==> config.mk <==
export PLATFORM = sky130hd
export DESIGN_NAME = alarm_bank
export DESIGN_NICKNAME = d
export VERILOG_FILES = /design/src/rtl/alarm_pkg.sv /design/src/rtl/alarm_shadow.sv /design/src/rtl/alarm_cmp.sv /design/src/rtl/alarm_irq.sv /design/src/rtl/alarm_bank.sv
export SDC_FILE = /design/constraint.sdc
export NUM_CORES = 2
export LEC_CHECK = 0
export BUFFER_PORTS_ARGS = -buffer_cell sky130_fd_sc_hd__buf_2
export CORE_MARGIN = 4
export CORE_UTILIZATION = 40
export DETAILED_ROUTE_END_ITERATION = 6
export GPL_TIMING_DRIVEN = 0
export SLEW_MARGIN = 30
export SYNTH_ARGS = -nofsm -noshare
export SYNTH_HDL_FRONTEND = slang
export SYNTH_HIERARCHICAL = 1
export SYNTH_SLANG_ARGS = --single-unit
==> constraint.sdc <==
create_clock -name clk -period 4.9 [get_ports clk]
set_input_delay 0.49 -clock clk [delete_from_list [all_inputs] [get_ports clk]]
set_output_delay 0.49 -clock clk [all_outputs]
set_load 0.005 [all_outputs]
==> src/rtl/alarm_pkg.sv <==
package alarm_pkg;
  localparam int WORD_W = 32;

  typedef enum logic [1:0] {
    WR_NONE = 2'd0,
    WR_LO   = 2'd1,
    WR_HI   = 2'd2,
    WR_PER  = 2'd3
  } wr_kind_e;

  function automatic wr_kind_e decode_wr(input logic lo, input logic hi, input logic per);
    if (lo)       return WR_LO;
    else if (hi)  return WR_HI;
    else if (per) return WR_PER;
    else          return WR_NONE;
  endfunction
endpackage

==> src/rtl/alarm_shadow.sv <==
module alarm_shadow
  import alarm_pkg::*;
#(
  parameter int CNT_W = 52,
  parameter int PER_W = 26
) (
  input  logic              clk,
  input  logic              rst,
  input  logic              sel,
  input  wr_kind_e          kind,
  input  logic [WORD_W-1:0] data,
  output logic [CNT_W-1:0]  shd_tgt,
  output logic [PER_W-1:0]  shd_per
);
  localparam int HI_W = CNT_W - WORD_W;

  always_ff @(posedge clk) begin
    if (rst) begin
      shd_tgt <= '0;
      shd_per <= '0;
    end else if (sel) begin
      case (kind)
        WR_LO:   shd_tgt[WORD_W-1:0]     <= data;
        WR_HI:   shd_tgt[CNT_W-1:WORD_W] <= data[HI_W-1:0];
        WR_PER:  shd_per                 <= data[PER_W-1:0];
        default: ;
      endcase
    end
  end
endmodule

==> src/rtl/alarm_cmp.sv <==
module alarm_cmp #(
  parameter int CNT_W = 52,
  parameter int PER_W = 26
) (
  input  logic             clk,
  input  logic             rst,
  input  logic [CNT_W-1:0] cnt0,
  input  logic [CNT_W-1:0] cnt1,
  input  logic             unit_sel,
  input  logic             work_en,
  input  logic             period_mode,
  input  logic             load,
  input  logic [CNT_W-1:0] shd_tgt,
  input  logic [PER_W-1:0] shd_per,
  output logic             hit
);
  logic [CNT_W-1:0] act_tgt, nxt_tgt, cnt_sel, per_ext;
  logic [PER_W-1:0] act_per;
  logic             t_armed, p_armed, pm_q;

  assign cnt_sel = unit_sel ? cnt1 : cnt0;
  assign per_ext = {{(CNT_W-PER_W){1'b0}}, act_per};

  always_comb begin
    if (period_mode) hit = work_en & p_armed & (cnt_sel >= nxt_tgt);
    else             hit = work_en & t_armed & (cnt_sel >= act_tgt);
  end

  always_ff @(posedge clk) begin
    if (rst) begin
      act_tgt <= '0;
      act_per <= '0;
      nxt_tgt <= '0;
      t_armed <= 1'b0;
      p_armed <= 1'b0;
      pm_q    <= 1'b0;
    end else begin
      pm_q <= period_mode;
      if (load) begin
        act_tgt <= shd_tgt;
        act_per <= shd_per;
        t_armed <= 1'b1;
      end else if (hit && !period_mode) begin
        t_armed <= 1'b0;
      end
      if (!period_mode) begin
        p_armed <= 1'b0;
      end else if (!pm_q) begin
        p_armed <= 1'b1;
        nxt_tgt <= cnt_sel + per_ext;
      end else if (hit) begin
        nxt_tgt <= nxt_tgt + per_ext;
      end
    end
  end

  // a one-shot alarm is not repeated without a new commit
  p_target_once_r3: assert property (@(posedge clk) disable iff (rst)
    (hit && !period_mode && !load) |=> !(hit && !period_mode));

  // the edge that arms repeating mode never fires
  p_arm_quiet_r6: assert property (@(posedge clk) disable iff (rst)
    (period_mode && !pm_q) |-> !hit);
endmodule

==> src/rtl/alarm_irq.sv <==
module alarm_irq #(
  parameter int N = 3
) (
  input  logic         clk,
  input  logic         rst,
  input  logic [N-1:0] hit,
  input  logic [N-1:0] ena,
  input  logic [N-1:0] clr,
  output logic [N-1:0] raw,
  output logic [N-1:0] evt,
  output logic [N-1:0] irq
);
  always_ff @(posedge clk) begin
    if (rst) begin
      raw <= '0;
      evt <= '0;
    end else begin
      raw <= (raw & ~clr) | hit;
      evt <= hit;
    end
  end

  assign irq = raw & ena;

  for (genvar g = 0; g < N; g++) begin : g_chk
    // pending bit holds until cleared
    p_raw_hold_r8: assert property (@(posedge clk) disable iff (rst)
      (raw[g] && !clr[g]) |=> raw[g]);
    // a new alarm wins over a clear in the same clock
    p_clr_collision_r9: assert property (@(posedge clk) disable iff (rst)
      (hit[g] && clr[g]) |=> raw[g]);
    // every event pulse leaves its pending bit set
    p_evt_sets_raw_r2: assert property (@(posedge clk) disable iff (rst)
      evt[g] |-> raw[g]);
  end
endmodule

==> src/rtl/alarm_bank.sv <==
module alarm_bank
  import alarm_pkg::*;
#(
  parameter int NUM_CMP = 3,
  parameter int CNT_W   = 52,
  parameter int PER_W   = 26,
  parameter int SEL_W   = (NUM_CMP > 1) ? $clog2(NUM_CMP) : 1
) (
  input  logic               clk,
  input  logic               rst,
  input  logic [CNT_W-1:0]   cnt_u0,
  input  logic [CNT_W-1:0]   cnt_u1,
  input  logic [SEL_W-1:0]   cmp_sel,
  input  logic               wr_lo,
  input  logic               wr_hi,
  input  logic               wr_per,
  input  logic [WORD_W-1:0]  wr_data,
  input  logic [NUM_CMP-1:0] load,
  input  logic [NUM_CMP-1:0] work_en,
  input  logic [NUM_CMP-1:0] unit_sel,
  input  logic [NUM_CMP-1:0] period_mode,
  input  logic [NUM_CMP-1:0] int_ena,
  input  logic [NUM_CMP-1:0] int_clr,
  output logic [NUM_CMP-1:0] int_raw,
  output logic [NUM_CMP-1:0] int_out,
  output logic [NUM_CMP-1:0] evt
);
  wr_kind_e           kind;
  logic [NUM_CMP-1:0] hit;

  assign kind = decode_wr(wr_lo, wr_hi, wr_per);

  for (genvar g = 0; g < NUM_CMP; g++) begin : g_cmp
    logic [CNT_W-1:0] shd_tgt;
    logic [PER_W-1:0] shd_per;

    alarm_shadow #(.CNT_W(CNT_W), .PER_W(PER_W)) u_shadow (
      .clk     (clk),
      .rst     (rst),
      .sel     (cmp_sel == SEL_W'(g)),
      .kind    (kind),
      .data    (wr_data),
      .shd_tgt (shd_tgt),
      .shd_per (shd_per)
    );

    alarm_cmp #(.CNT_W(CNT_W), .PER_W(PER_W)) u_cmp (
      .clk         (clk),
      .rst         (rst),
      .cnt0        (cnt_u0),
      .cnt1        (cnt_u1),
      .unit_sel    (unit_sel[g]),
      .work_en     (work_en[g]),
      .period_mode (period_mode[g]),
      .load        (load[g]),
      .shd_tgt     (shd_tgt),
      .shd_per     (shd_per),
      .hit         (hit[g])
    );

    // no event unless the comparator was enabled at the firing edge
    p_enable_gate_r5: assert property (@(posedge clk) disable iff (rst)
      evt[g] |-> $past(work_en[g]));
  end

  alarm_irq #(.N(NUM_CMP)) u_irq (
    .clk (clk),
    .rst (rst),
    .hit (hit),
    .ena (int_ena),
    .clr (int_clr),
    .raw (int_raw),
    .evt (evt),
    .irq (int_out)
  );
endmodule

==> results.txt <==
The mean area per synthesized cell was 8.68 um^2. Worst reg2reg path depth: 16. The run gives 0.21 ns as the worst reg-to-reg setup slack. The run gives 639 as the number of sinks driven by the clock tree. The power share of the combinational group is 18.9%. For the final number of max-transition violations, the log shows 0.

The tree is rooted in a sky130_fd_sc_hd__clkbuf_16. Entering global routing, the biggest net connects 20 pins. The initial cell density of the core is 40.3%, and the data required time at the worst endpoint is 5.45 ns. The arrival time at the worst endpoint was 5.34 ns; the power density over cell area was 316 nW/um^2. At the end of routability-driven placement, the weighted congestion stood at 0.993.

The tools report the worst relative slew slack as 32.9%. For hold timing, the worst endpoint is u_irq/raw[0]. For the hold violation count in the final report, the log shows 0. Of all nets on the critical path, the largest fanout is 10. The flow ran to the end, and the final reports show no timing, DRC or antenna violations. The total placed cells including tap cells came out at 6,260. TritonCTS built the clock tree.

The finished layout holds 6,404 standard cells, fillers aside. Count of routing violations after the opening detailed-route iteration: 3,131. The repair_antennas step left the layout with diodes totalling 0. The number of different library cells in the post-synthesis netlist was 100. For this block, the routed nets add up to 147,000 um of wire. The finished cells cover 46,700 um^2. The clock transition at the registers of the reported paths was 0.06 ns; the final antenna-violating net count was 0. The run gives 33,687 as the via count of the first global-routing pass. The final clock period utilization by the worst path is 97.6%, and the post-synthesis cell count is 4,728. The first TritonRoute pass finished after 5 iterations. The logs give 0.0291 ns for the largest clock skew in the final design and 35,455 for the count of vias placed by the detailed router. The die covers 108,000 um^2. Counting flops with a built-in enable in the synthesized netlist gives 0. Setup repair after global routing left no endpoint under its margin. Once placement finished, the instance area stood at 43,600 um^2. The total overflow left after global routing is 0.

The clock buffer count from CTS came out at 78. Type of origin of the critical path: an input port. Number of cells on the worst hold path: 3. Pin placement for this block handled 170 I/O pins.

Relative to the synthesized area, the layout overhead comes to 13.7%. In this run the worst setup path begins at unit_sel[2]. Share of the synthesized area in the top cell type: 31.2%. The tools report the number of antenna violations at the first check in global routing as 3.

The setup TNS after final layout is 0 ns, and the total DRC errors in the routed layout is 0. Total standard cell area after synthesis: 41,000 um^2. The tools report the capture instance of the worst register-to-register path as g_cmp[1].u_cmp/nxt_tgt[42].

Number of vias per cell: 5.54. The wire length of the first global-routing pass came out at 214,000 um. The worst setup path is of the input port to flip-flop kind.

The Yosys warning count is 6. The height of the die was 328 um; the setup violation total in the final timing report was 0. Row generation in the floorplan step produced 117 rows. The worst setup path is captured at a flip-flop. VDD sags by at most 0.257 mV. Measured along the x axis, the die boundary spans 328 um. The biggest area contributor in the post-synthesis netlist is sky130_fd_sc_hd__dfxtp_1. Cells with a size suffix above 1 make up 11.9% of the layout. Placed wire-length estimate after detailed placement: 118,000 um. In the detailed route, the total length drawn on met2 is 63,100 um. During placement, the flow inserted port buffers numbering 163. After detailed routing, the average wire length per cell comes to 23.0 um. The source-to-sink clock delay at the later pin of the worst-skew pair was 0.64 ns; the detailed-route wire length on metal 1 was 66,400 um.

For the net count of the mapped netlist, the log shows 5,282. The prevailing post-synth register cell was sky130_fd_sc_hd__dfxtp_1. The synthesized design contains 639 register bits.

For the pin with the worst max-slew slack, the measured transition is 1.01 ns. Ranked by total cell area, the synthesized netlist is headed by sky130_fd_sc_hd__dfxtp_1 31%, sky130_fd_sc_hd__mux2i_1 13%, sky130_fd_sc_hd__ha_1 12%. The clock network fraction of design power is 43.9%, and the core footprint is 102,000 um^2.

The met3 routed wirelength came out at 10,900 um. The tool flagged a number of max-cap violations equal to 0. The worst path needs 4.78 ns of the cycle, external delays included. The H-tree generated during clock tree synthesis spans 3 levels.

Net count of the finished layout: 5,524. The worst register-to-register path begins at g_cmp[1].u_cmp/pm_q. For this run, the top clock speed supported by timing is 209 MHz. The proportion of total power due to net switching came out at 29.2%.

The internal portion of the total power is 10,500 uW. The logs give 26.4% for the overall track demand over capacity in global routing and 0.0201 uW for the static leakage. The net load switching power was 4310 uW. The top layer reached by signal wires was met5. The fraction of synthesis flops using an asynchronous set or reset pin was 0%; the number of hold buffers added after CTS was 0.

Yosys instantiated no cell more often than sky130_fd_sc_hd__dfxtp_1. After synthesis, the most frequently instantiated cells are 639 x sky130_fd_sc_hd__dfxtp_1, 533 x sky130_fd_sc_hd__mux2i_1, 499 x sky130_fd_sc_hd__nor2_1. The maximum clock path buffer count is 3. Summing the sequential cell areas from Yosys gives 31.2% of the chip area.

In this run the worst hold path is classified as input port to flip-flop. In this run the most critical hold path is launched from int_clr[0]. The minimum hold slack is 0.119 ns, and the relative contribution of sequential cells to total power is 37.2%.
==> cell type report <==
class | instances | area, um^2
Buffer | 226 | 1180
Clock buffer | 112 | 2320
Clock inverter | 34 | 557
Fill cell | 10025 | 55100
Inverter | 360 | 1360
Multi-Input combinational cell | 3499 | 25900
Sequential cell | 639 | 12800
Tap cell | 1368 | 1710
Timing Repair Buffer | 166 | 842
==> timing repair <==
item | CTS | global route
pin swaps | 1 | 2
endpoints found under the setup margin | 162 | 140
setup buffers | 0 | 2
gates resized for setup | 40 | 34
==> how the worst max path moves through the flow <==
stage	end	slack (ns)
finish	g_cmp[2].u_cmp/nxt_tgt[13]	0.12
global route	g_cmp[1].u_cmp/nxt_tgt[42]	0.01
CTS	g_cmp[0].u_cmp/nxt_tgt[18]	0.0002
detailed placement	g_cmp[1].u_cmp/nxt_tgt[0]	-1.48
global placement	g_cmp[1].u_cmp/nxt_tgt[34]	-1.89
floorplan	g_cmp[1].u_cmp/nxt_tgt[34]	0.18
==> flip-flops by register name (all words and copies together) (netlist names) <==
register,count
g_cmp.u_cmp/nxt_tgt,156
g_cmp.u_cmp/act_tgt,156
u_irq/evt,3
g_cmp.u_cmp/p_armed,3
u_irq/raw,3
g_cmp.u_cmp/act_per,78
g_cmp.u_cmp/t_armed,3
g_cmp.u_shadow/shd_tgt,156
g_cmp.u_cmp/pm_q,3
g_cmp.u_shadow/shd_per,78
==> worst max-delay path, cell delays in order <==
cell and delay, ns:
sky130_fd_sc_hd__buf_6 0.11, sky130_fd_sc_hd__buf_8 0.15, sky130_fd_sc_hd__buf_6 0.16, sky130_fd_sc_hd__buf_2 0.43
sky130_fd_sc_hd__clkbuf_2 0.39, sky130_fd_sc_hd__mux2i_4 0.46, sky130_fd_sc_hd__ha_1 0.30, sky130_fd_sc_hd__nand2b_1 0.16
sky130_fd_sc_hd__a2111o_1 0.41, sky130_fd_sc_hd__a32oi_1 0.35, sky130_fd_sc_hd__a21oi_2 0.20, sky130_fd_sc_hd__o31ai_4 0.46
sky130_fd_sc_hd__o21a_1 0.16, sky130_fd_sc_hd__clkbuf_1 0.46, sky130_fd_sc_hd__buf_2 0.36, sky130_fd_sc_hd__nand2_1 0.09
sky130_fd_sc_hd__a21oi_1 0.13
==> metal layers <==
layer | track usage [%] | vias to the layer above
met2 | 40.8 | 1235
met4 | 10.7 | 4
met3 | 4.53 | 266
met5 | 0 | -
met1 | 36.4 | 16961
li1 | - | 16989
==> layout by cell type, fill, tap and decap left out, types with 24 or more instances in the layout <==
master / count
sky130_fd_sc_hd__a211oi_1: 84
sky130_fd_sc_hd__a21o_1: 125
sky130_fd_sc_hd__a21oi_1: 347
sky130_fd_sc_hd__buf_1: 27
sky130_fd_sc_hd__buf_2: 184
sky130_fd_sc_hd__clkbuf_1: 123
sky130_fd_sc_hd__clkbuf_16: 82
sky130_fd_sc_hd__clkbuf_2: 34
sky130_fd_sc_hd__dfxtp_1: 639
sky130_fd_sc_hd__ha_1: 390
sky130_fd_sc_hd__inv_1: 356
sky130_fd_sc_hd__mux2_2: 125
sky130_fd_sc_hd__mux2i_1: 528
sky130_fd_sc_hd__nand2_1: 255
sky130_fd_sc_hd__nand2b_1: 344
sky130_fd_sc_hd__nand3_1: 63
sky130_fd_sc_hd__nand4_1: 86
sky130_fd_sc_hd__nor2_1: 498
sky130_fd_sc_hd__nor3_1: 52
sky130_fd_sc_hd__o21a_1: 24
sky130_fd_sc_hd__o21ai_0: 85
sky130_fd_sc_hd__xnor2_1: 80
sky130_fd_sc_hd__xor2_1: 44
==> cells by family (layout without fill, tap and decap cells) <==
family	Yosys count	count (layout)	share of synthesized area, %
and+or+nand+nor	1458	1458	17.8
AOI/OAI and AO/OA	842	842	13.1
muxes	682	682	17.2
DFF	639	639	31.2
buffers and inverters	590	898	6.10
adders and majority gates	393	393	12.0
xor gates and xnor gates	124	124	2.65
==> power groups by stage <==
stage / clock network (uW) / registers [uW] / logic (uW)
after global routing: 6770 / 5510 / 3040
final: 6480 / 5500 / 2800
after detailed placement: 0 / 5610 / 2710
after global placement: 0 / 5600 / 2670
after CTS: 6590 / 5490 / 2740
after floorplan: 0 / 5570 / 1810
==> stage by stage <==
step                total power (uW)  utilization, %  worst slack [ns]
global placement                8270            42.8             -1.89
CTS                            14800            45.8          0.000242
floorplan                       7380               -             0.179
global route                   15300            45.9            0.0103
detailed placement              8320            42.8             -1.48
finish                         14800            45.9             0.117
Note: power is estimated with default switching activity, not from simulation.
